<file path="src/rtl/upd_strobe_gen.sv">
module upd_strobe_gen #(
  parameter int CNT_W      = 32,
  parameter int PULSE_LEN  = 8,
  parameter int HOLD_LIMIT = 5,
  localparam int STR_W     = $clog2(PULSE_LEN + 1),
  localparam int RUN_W     = STR_W + 1
) (
  input  logic             clk,
  input  logic             rst_n,
  input  logic             sel_wr,
  input  logic             sel_din,
  input  logic             iv_wr,
  input  logic [CNT_W-1:0] iv_val,
  input  logic             pin_in,
  output logic             pin_out,
  output logic             pin_oe,
  output logic             xfer
);

  logic             sel_q;
  logic             ph;
  logic [CNT_W-1:0] cnt;
  logic [STR_W-1:0] str;
  logic [2:0]       sync_q;
  logic             xfer_q;

  wire low_iv   = iv_val < CNT_W'(HOLD_LIMIT);
  wire fire     = sel_q && ph && (cnt == '0) && !iv_wr;
  wire ext_edge = !sel_q && sync_q[1] && !sync_q[2];

  always_ff @(posedge clk) begin
    if (!rst_n) begin
      sel_q  <= 1'b1;
      ph     <= 1'b0;
      cnt    <= '0;
      str    <= '0;
      sync_q <= '0;
      xfer_q <= 1'b0;
    end else begin
      if (sel_wr) sel_q <= sel_din;
      ph     <= ~ph;
      sync_q <= {sync_q[1:0], pin_in};
      if (iv_wr)
        cnt <= iv_val;
      else if (sel_q && ph)
        cnt <= (cnt == '0) ? iv_val : cnt - 1'b1;
      if (fire)
        str <= STR_W'(PULSE_LEN);
      else if (str != '0)
        str <= str - 1'b1;
      xfer_q <= fire || ext_edge;
    end
  end

  assign pin_oe  = sel_q;
  assign pin_out = sel_q && (str != '0 || low_iv);
  assign xfer    = xfer_q;

  logic [RUN_W-1:0] run;
  always_ff @(posedge clk) begin
    if (!rst_n)
      run <= '0;
    else if (pin_out && !low_iv)
      run <= (run == '1) ? run : run + 1'b1;
    else
      run <= '0;
  end

  assert_single_cycle_R3: assert property (@(posedge clk) disable iff (!rst_n)
    (xfer && $stable(sel_q)) |=> !xfer);

  assert_pulse_width_R5: assert property (@(posedge clk) disable iff (!rst_n)
    run <= RUN_W'(PULSE_LEN));

  assert_pin_with_xfer_R5: assert property (@(posedge clk) disable iff (!rst_n)
    (xfer && sel_q && $past(sel_q)) |-> pin_out);

  assert_released_pin_R7: assert property (@(posedge clk) disable iff (!rst_n)
    !pin_oe |-> !pin_out);

endmodule

</file>
<file path="config.mk">
export PLATFORM = sky130hd
export DESIGN_NAME = upd_strobe_gen
export DESIGN_NICKNAME = d
export VERILOG_FILES = /design/src/rtl/upd_strobe_gen.sv
export SDC_FILE = /design/constraint.sdc
export NUM_CORES = 1
export LEC_CHECK = 0
export ABC_AREA = 1
export BUFFER_PORTS_ARGS = -buffer_cell sky130_fd_sc_hd__buf_2
export CORE_MARGIN = 1.5
export CORE_UTILIZATION = 55
export DETAILED_ROUTE_END_ITERATION = 6
export GPL_ROUTABILITY_DRIVEN = 1
export HOLD_SLACK_MARGIN = 0.1
export PLACE_DENSITY = 0.78
export SLEW_MARGIN = 5
export SYNTH_ARGS = -nofsm -noshare
export SYNTH_HDL_FRONTEND = slang
export SYNTH_SLANG_ARGS = --single-unit
</file>
<file path="constraint.sdc">
create_clock -name clk -period 2.36 [get_ports clk]
set_clock_uncertainty 0.15 [all_clocks]
set_input_delay 0.236 -clock clk [delete_from_list [all_inputs] [get_ports clk]]
set_output_delay 0.236 -clock clk [all_outputs]
set_load 0.03 [all_outputs]
</file>
== After elaboration in Yosys (flattened, before gate mapping) ==
Cells that the tools add are included.
Storage, ports and cells
  bits in latches: 0
  logic and storage cells: 33
  memories: 0
  ROM bits: 0
  output and inout bits: 3
  register bits: 42
  memory bits (writable): 0
Cells by class
  reductions and logical operators: 16
  $add $sub $neg: 2
  $mul: 0
  multiplexer cells: 5
  divide/modulo/power cells: 0
  $lt $le $gt $ge: 1
  equality and inequality tests: 0
  shift-type cells: 0
  bitwise operators: 2
Operators by type and width (number)
  $mux 32: 3
  $logic_not 32->1: 1
  $lt 32x3->1 const B: 1
  $sub 32x1->32 const B: 1
  $mux 4: 2
  $logic_and 1x1->1: 6
  $reduce_bool 2->1: 2
  $reduce_bool 4->1: 1
  $sub 4x1->4 const B: 1
  $logic_not 1->1: 3
  $logic_or 1x1->1: 2
  $not 1->1: 2
  $reduce_or 2->1: 1

== Depth between registers and ports, before layout ==
Gate-level depths: netlist of the first run.
  word-level depth: 4
  gate-level depth with buffers: 12
  gate-level depth less buffers: 11

== Least setup slack after synthesis of the first run ==
No wires, ideal clock.
  path kind: register to register
  start point: register cnt[0]
  end point: register cnt[18]
  clock period less this slack: 1703 ps
  data arrival time: 1421 ps
  stages on the path, launching flop included: 11
  slack: 657 ps
  setup time: 132 ps
  required time: 2078 ps
  cells stage by stage: dfxtp_1 -> inv_1 -> ha_1 -> nand2_1 -> nor2_1 -> nand3_1 -> o21bai_2 -> buf_4 -> nand2_1 -> nand3_1 -> a21oi_1
Between the ends
  word-level cells in the longest chain between the ends: 4
Ends and longest elaborated chain
  start, declared: line 22  | logic [CNT_W-1:0] cnt;
  start signal, assigned: line 44  | cnt <= iv_val;
  start signal, assigned: line 46  | cnt <= (cnt == '0) ? iv_val : cnt - 1'b1;
  $sub 32x1->32 / $logic_not 32->1 (equally long branches): line 46
  $mux 32 *: line 46
  $mux 32 *: line 45  | else if (sel_q && ph)
  $mux 32 *: line 43  | if (iv_wr)
Mark *: on every way between the ends. The rest lies on a longest branch, timed or not. The select of a mux whose other input is x is not followed.
A chain may end at the register's enable or synchronous reset.

== Final worst setup path of the first run ==
  start point: input port iv_val[0]
  end point: output port pin_out
Between the ends
  word-level cells in the longest chain between the ends: 3
Ends and longest elaborated chain
  start, declared: line 13  | input logic [CNT_W-1:0] iv_val,
  $lt 32x3->1: line 27  | wire low_iv = iv_val < CNT_W'(HOLD_LIMIT);
  $logic_or 1x1->1: line 56  | assign pin_out = sel_q && (str != '0 || low_iv);
  $logic_and 1x1->1: line 56
  end, declared: line 15  | output logic pin_out,
Every way passes these cells.

==> impl_metrics.ini, run 1 <==
[run]
drv_cap = 0

[cts]
htree_levels = 2
cts_tree = yes
cts.sinks = 42
cts_made_buffers = 5
cts-resized-gates = 0
clk_pin_slew_worst_paths_ns = 0.08
cts-root-buf = clkbuf_8
clockBufferDepth = 2
worstSkewPairLatency_ns = 0.30

[die]
dieArea_mm2 = 0.00576
start_util_pct = 57.2
die_height_um = 75.9
rows = 26
pin_count = 41
coreArea_mm2 = 0.00511
dieWidth_um = 75.9

[setup_path]
required_ns = 1.97
critPathKind = primary input to primary output
critPathMaxFanout = 2
crit_path_start_kind = primary input
worst_ep_arrival_time_ns = 1.83
crit_path_end_kind = primary output
r2r_cells = 9

[grt]
grt.total_usage_pct = 28.0
overflow = 0
grt_pass1_vias = 2809
grt_pass1_wl_um = 12400
grt_max_degree = 34
antenna_found_initial = 0

[synthesis]
synth_nets = 540
avgSynthCellArea_um2 = 5.86
ys_ff_latch = 42
yosysWarnings = 0
synth.distinct_cells = 26
syn_area_mm2 = 0.00292
synth_seq_area_share_pct = 28.8
synth_cells = 498

[route]
routed_via_density = 5.23
wire_per_inst_um = 12.4
drc = 0
firstDrtPassIters = 5
drt_iter0_markers = 196
final_antenna_net_count = 0
vias = 3211
totalWireLength_um = 7620

[cells_and_area]
drive_gt1_share_pct = 12.9
syn2layout_area_growth_pct = 15.1
fillers = 494
multi_input_area_mm2 = 0.00173
nNetsFinal = 585
seqCellArea_um2 = 841
diodes = 0

[placed_design]
gp_congestion = 0.906
hpwl_um = 5630
port_buffers = 40

[timing]
min_period_over_period_pct = 93.8
tightest_slew_ns = 0.414
setup_violations = 0
relSlewSlack_pct = 72.3
fmax_mhz = 452
hold_viol_final = 0
holdWs_ns = 0.119
tns_ns = 0
period_minus_slack_ns = 2.21
rsz0062_at_grt = no
slew_viol_final = 0

[power_and_ir_drop]
peakVddDrop_mv = 0.564
fin_total_pwr_mw = 2.25
p_leak_nw = 1.68
power_density_mw_per_mm2 = 669

[run_status]
status = finished clean

[min_path]
hold_path_depth = 3
min_path_type = primary input to flip-flop
==> worst paths after layout <==
path	start	endpoint	slack, ns
setup / recovery	iv_val[0]	pin_out	0.15
hold reg to reg	ph	ph	0.27
setup reg to reg	cnt[0]	cnt[16]	0.31
hold / removal	iv_val[1]	cnt[1]	0.12
==> power breakdown <==
group          leakage [nW]  internal, mW  switching [mW]  total, mW
clock                0.0579         0.312           0.266      0.577
combinational          1.28         0.296           0.499      0.795
sequential            0.347         0.795          0.0808      0.875
==> cell usage in the layout, fill, tap and decap left out <==
cell type	Yosys	final
nor2_2	6	7
nand4_1	8	8
bufinv_16	0	1
nor2_1	62	61
a21o_1	1	1
nor3_2	1	1
nand2_1	148	148
dfxtp_1	42	42
buf_12	0	1
buf_4	2	7
xor2_1	7	7
clkbuf_8	0	5
nand3_1	42	42
nor4_1	5	5
nand3b_1	4	4
o21ai_0	22	22
clkinv_2	0	2
nor3_1	1	1
ha_1	4	4
buf_2	1	40
or2_2	3	3
o21bai_2	1	1
dlygate4sd3_1	0	6
a21oi_1	46	46
a31oi_1	1	1
xnor2_1	5	5
inv_1	69	69
nand2_2	2	2
o21bai_1	2	2
==> repair_timing <==
action / CTS / global route
buffers inserted: 0 / 0
hold buffers: 6 / 0
endpoints found under the hold margin: 4 / 0
==> cells by family (layout without fill, tap and decap cells) <==
group	count (synthesis)	in the layout	share of synthesized area [%]
adder cells (fa/ha/maj)	4	4	1.71
buffers and inverters	85	131	12.0
flip-flops	42	42	28.8
XOR/XNOR	12	12	3.60
AND/OR/NAND/NOR	282	282	40.9
AO/OA/AOI/OAI	73	73	13.0
==> synthesized netlist by cell type, drive strengths merged <==
cell type | number | area share, %
clkbuf | 10 | 1.3
ha | 4 | 1.7
a21o | 1 | 0.26
o21ai | 22 | 3.8
nand4 | 8 | 1.7
a21oi | 46 | 7.9
dfxtp | 42 | 29
inv | 69 | 8.9
a31oi | 1 | 0.21
o21bai | 3 | 0.90
nand2 | 150 | 19
nor4 | 5 | 1.1
xnor2 | 5 | 1.5
nand3b | 4 | 1.0
buf | 6 | 1.8
nor3 | 2 | 0.51
nor2 | 68 | 9.3
xor2 | 7 | 2.1
nand3 | 42 | 7.2
or2 | 3 | 0.64
==> metal layers <==
| layer | vias up | track usage, % | part of all wire [%] |
|---|---|---|---|
| met1 | 1447 | 34.7 | 45 |
| met4 | 0 | 9.33 | 1.6 |
| met5 | - | 0 | 0 |
| met2 | 90 | 49.9 | 48 |
| met3 | 12 | 3.70 | 4.5 |
| li1 | 1662 | - | - |
==> registers in the layout (all words and copies together), names as in the netlist <==
| name | count |
|---|---|
| sync_q | 3 |
| ph | 1 |
| str | 4 |
| xfer | 1 |
| cnt | 32 |
| pin_oe | 1 |
==> worst max-delay path, stage by stage <==
cell and delay [ns]:
dlygate4sd3_1 0.54, buf_2 0.13, or2_2 0.26, a21oi_1 0.16, nand4_1 0.14, a21oi_1 0.15, buf_2 0.21
==> per-stage QoR <==
step	setup WS [ns]	instance area (µm²)	instances	util, %
after floorplan	0.657	2920	498	-
after global placement	0.370	3190	600	62.5
after detailed placement	0.321	3190	600	62.5
after CTS	0.172	3360	614	65.8
after global routing	0.0204	3360	614	65.8
final	0.146	3360	614	65.8
==> layout make-up <==
| cell class | instances | share of cell area (%) |
|---|---|---|
| flip-flops and latches | 42 | 25.0 |
| multi-input cells | 371 | 51.5 |
| clock buffers | 5 | 2.05 |
| well taps | 70 | 2.61 |
| inverters | 69 | 7.71 |
| repair buffers | 54 | 9.90 |
| clock inverters | 3 | 1.19 |
Power figures use the tool's default switching activity.
==> inputs of run 2 (changes only) <==
- CORE_UTILIZATION: 55 -> 50
- PLACE_DENSITY: 0.78 -> 0.72
==> impl_metrics.ini, run 2 (synthesis results as in run 1) <==
[setup_path]
required_ns = 1.97
r2r_cells = 9
critPathMaxFanout = 2
reg2reg_slack_ns = 0.26
crit_path_start_kind = primary input
r2r-end = cnt[16]
crit_path_end_kind = primary output
worst_ep_arrival_time_ns = 1.83
r2r-start = cnt[0]
worst_path_max_delay_cell = dlygate4sd3_1
path_cells = dlygate4sd3_1 -> buf_2 -> or2_2 -> a21oi_1 -> nand4_1 -> a21oi_1 -> buf_2
crit_path_max_incr_delay_ns = 0.53
worstSetupStartpoint = iv_val[1]
critPathKind = primary input to primary output

[grt]
grt_max_degree = 34
grt_pass1_wl_um = 13100
overflow = 0
antenna_found_initial = 0
grt.total_usage_pct = 26.6
grt_pass1_vias = 2943

[cts]
cts_made_buffers = 5
clockBufferDepth = 2
cts.sinks = 42
htree_levels = 2
worstSkewPairLatency_ns = 0.31
cts_tree = yes
cts-root-buf = clkbuf_8
clk_pin_slew_worst_paths_ns = 0.08

[power_and_ir_drop]
p_leak_nw = 1.67
fin_total_pwr_mw = 2.27
peakVddDrop_mv = 0.523
switching_share_pct = 38.0
p_clk_share_pct = 26.1
power.internal_mw = 1.41
p_sw_mw = 0.864
p_seq_share_pct = 38.5
p_comb_share_pct = 35.5
power_density_mw_per_mm2 = 673

[timing]
min_period_over_period_pct = 93.7
period_minus_slack_ns = 2.21
setup_violations = 0
rsz0062_at_grt = no
relSlewSlack_pct = 74.0
slew_viol_final = 0
fmax_mhz = 452
setup_ws_ns = 0.149
holdWs_ns = 0.0957
tightest_slew_ns = 0.386
tns_ns = 0
hold_viol_final = 0

[cells_and_area]
largest_register_ffs = 32
nNetsFinal = 587
fin_util_pct = 60.6
syn2layout_area_growth_pct = 15.6
fillers = 587
drive_gt1_share_pct = 13.2
instances_no_fill = 618
stdcell_area_mm2 = 0.00338
seqCellArea_um2 = 841
top_regs = cnt x32, str x4, sync_q x3
diodes = 0
final_common_cell = nand2_1
mostFrequentLayoutCells = nand2_1 (148), inv_1 (68), nor2_1 (61)
largest_register = cnt
multi_input_area_mm2 = 0.00173

[route]
routed_via_density = 5.21
drc = 0
firstDrtPassIters = 5
vias = 3222
top_layer = met4
wire_per_inst_um = 12.7
final_antenna_net_count = 0
drt_iter0_markers = 225
drt-met1-wl_um = 3580
totalWireLength_um = 7860
dr_wl_met3_um = 428
wl_met2_um = 3690

[run_status]
status = finished clean

[die]
die_height_um = 79.4
dieWidth_um = 79.4
rows = 27
dieArea_mm2 = 0.00631
coreArea_mm2 = 0.00557
start_util_pct = 52.4
pin_count = 41

[run]
drv_cap = 0

[placed_design]
port_buffers = 40
place_area_mm2 = 0.00317
gp_congestion = 0.912
dpl.cell_count = 601
dp_worst_setup_slack_ns = 0.292
hpwl_um = 5640

[min_path]
hold_path_depth = 5
min_path_type = primary input to flip-flop
hp-start = iv_val[0]
whs_endpoint = cnt[0]
run 2: timing repair:
action / in CTS / in global routing
setup endpoints to repair: 0 / 1
setup buffers: 0 / 2
resized for setup: 0 / 1
hold endpoints to repair: 5 / 0
hold buffers: 7 / 0
run 2: final cells by class:
type	instances	area share, %
inverter	69	7.78
multi-input combinational	371	51.3
sequential	42	24.9
timing repair buffer	56	10.0
tap	72	2.67
clock inverter	3	1.33
clock buffer	5	2.04
run 2: worst max path at each step:
stage	slack [ns]	to
final	0.15	pin_out
after global routing	0.08	cnt[16]
after CTS	0.1	pin_oe
after detailed placement	0.29	cnt[16]
after global placement	0.33	cnt[16]
after floorplan	0.66	cnt[18]
run 2: power groups by stage:
stage | logic (mW) | clock network (mW) | registers (mW)
floorplan | 0.599 | 0 | 0.871
finish | 0.805 | 0.592 | 0.874
detailed placement | 0.776 | 0 | 0.887
CTS | 0.793 | 0.604 | 0.872
global placement | 0.761 | 0 | 0.885
global route | 0.926 | 0.632 | 0.886
run 2: critical path, delay by kind of cell:
| family | cells | cell delay (ns) |
|---|---|---|
| buf+inv | 3 | 0.87 |
| compound gates | 2 | 0.28 |
| simple gates | 2 | 0.43 |
run 2: layer usage:
metal / global-route usage, % / up-vias
li1: - / 1667
met1: 34.2 / 1440
met2: 44.2 / 99
met3: 4.34 / 16
met4: 10.5 / 0
met5: 0 / -
==> inputs of run 3 (changes only) <==
- BUFFER_PORTS_ARGS: -buffer_cell sky130_fd_sc_hd__buf_2 -> -buffer_cell sky130_fd_sc_hd__clkbuf_2
==> impl_metrics.ini, run 3 (synthesis results as in run 1) <==
[setup_path]
r2r_cells = 9
crit_path_end_kind = primary output
critPathKind = primary input to primary output
r2r-start = cnt[0]
critPathMaxFanout = 2
r2r-end = cnt[16]
reg2reg_slack_ns = 0.30
worst_path_max_delay_cell = dlygate4sd3_1
path_cells = dlygate4sd3_1 -> clkbuf_2 -> or2_2 -> a21oi_1 -> nand4_1 -> a21oi_1 -> clkbuf_2
crit_path_start_kind = primary input
worst_ep_arrival_time_ns = 1.86
required_ns = 1.97
crit_family = buffers and inverters
path_buf_inv = 3
crit_path_max_incr_delay_ns = 0.53

[placed_design]
port_buffers = 40
gp_congestion = 0.923
dpl.cell_count = 601
hpwl_um = 5530

[min_path]
whs_endpoint = cnt[27]
min_path_type = primary input to flip-flop
hp-start = iv_val[27]
hold_path_depth = 5

[cells_and_area]
largest_register = cnt
syn2layout_area_growth_pct = 14.0
seqCellArea_um2 = 841
instances_no_fill = 614
multi_input_area_mm2 = 0.00173
top_regs = cnt x32, str x4, sync_q x3
drive_gt1_share_pct = 12.7
mostFrequentLayoutCells = nand2_1 (148), inv_1 (69), nor2_1 (61)
diodes = 0
final_common_cell = nand2_1
nNetsFinal = 583
fillers = 581
largest_register_ffs = 32

[power_and_ir_drop]
peakVddDrop_mv = 0.538
p_leak_nw = 1.66
power_density_mw_per_mm2 = 648

[cts]
cts.sinks = 42
cts_made_buffers = 5
clk_pin_slew_worst_paths_ns = 0.08
cts-resized-gates = 0
clockBufferDepth = 2
holdBufCountCts = 5
cts_tree = yes
worstSkewPairLatency_ns = 0.30
htree_levels = 2
cts-root-buf = clkbuf_8
postCtsSetupBuffers = 0

[route]
drc = 0
firstDrtPassIters = 4
totalWireLength_um = 7360
routed_via_density = 5.10
vias = 3133
final_antenna_net_count = 0
wire_per_inst_um = 12.0
drt_iter0_markers = 157

[grt]
overflow = 0
grt_pass1_wl_um = 12500
grt_max_degree = 34
top_usage_layer = met2
grt_pass1_vias = 2788
antenna_found_initial = 0
use_met2_pct = 41.5
grtUsageMet1_pct = 32.4
grt.total_usage_pct = 25.0
use_met3_pct = 3.89

[die]
start_util_pct = 52.4
dieArea_mm2 = 0.00631
pin_count = 41
rows = 27
dieWidth_um = 79.4
die_height_um = 79.4
coreArea_mm2 = 0.00557

[timing]
slew_viol_final = 0
period_minus_slack_ns = 2.25
min_period_over_period_pct = 95.4
fmax_mhz = 444
tightest_slew_ns = 0.435
tns_ns = 0
hold_viol_final = 0
relSlewSlack_pct = 71.0
rsz0062_at_grt = no
setup_violations = 0

[run]
drv_cap = 0

[run_status]
status = finished clean
-- run 3: how the worst max path moves through the flow --
| stage | startpoint | to | slack, ns | depth (start not counted) |
|---|---|---|---|---|
| finish | iv_val[1] | pin_out | 0.11 | 7 |
| global route | iv_val[1] | pin_out | 0.009 | 7 |
| CTS | iv_val[1] | pin_out | 0.15 | 7 |
| detailed placement | cnt[0] | cnt[16] | 0.31 | 9 |
| global placement | cnt[0] | cnt[16] | 0.32 | 9 |
| floorplan | cnt[0] | cnt[18] | 0.66 | 10 |
-- run 3: metal layers --
layer	wire length [µm]	vias up	part of all wire, %
li1	-	1659	-
met1	3490	1389	47
met2	3400	69	46
met3	324	16	4.4
met4	152	0	2.1
met5	0	-	0
-- run 3: per-stage QoR --
| stage | utilization [%] | area [µm²] | hold WS (ns) | power [mW] | setup WS, ns |
|---|---|---|---|---|---|
| global route | 59.7 | 3330 | 0.124 | 2.33 | 0.00872 |
| detailed placement | 57.2 | 3190 | 0.248 | 1.66 | 0.310 |
| floorplan | - | 2920 | 0.184 | 1.47 | 0.657 |
| global placement | 57.2 | 3190 | 0.243 | 1.65 | 0.322 |
| finish | 59.7 | 3330 | 0.114 | 2.16 | 0.109 |
| CTS | 59.7 | 3330 | 0.106 | 2.16 | 0.146 |
-- run 3: cell type report --
cell class	instances	share of cell area (%)
Sequential cell	42	25.3
Clock inverter	3	0.714
Tap cell	72	2.71
Clock buffer	5	2.07
Multi-Input combinational cell	371	52.0
Timing Repair Buffer	52	9.47
Inverter	69	7.78
-- run 3: worst min-delay path, stage by stage --
cell and delay [ns]:
clkbuf_2 0.09, inv_1 0.05, a21oi_1 0.06, nand2_1 0.05, a21oi_1 0.05
-- run 3: report_power, final --
group	internal, mW	switching (mW)	total (mW)
logic	0.294	0.496	0.790
clock network	0.212	0.284	0.496
registers	0.795	0.0783	0.873
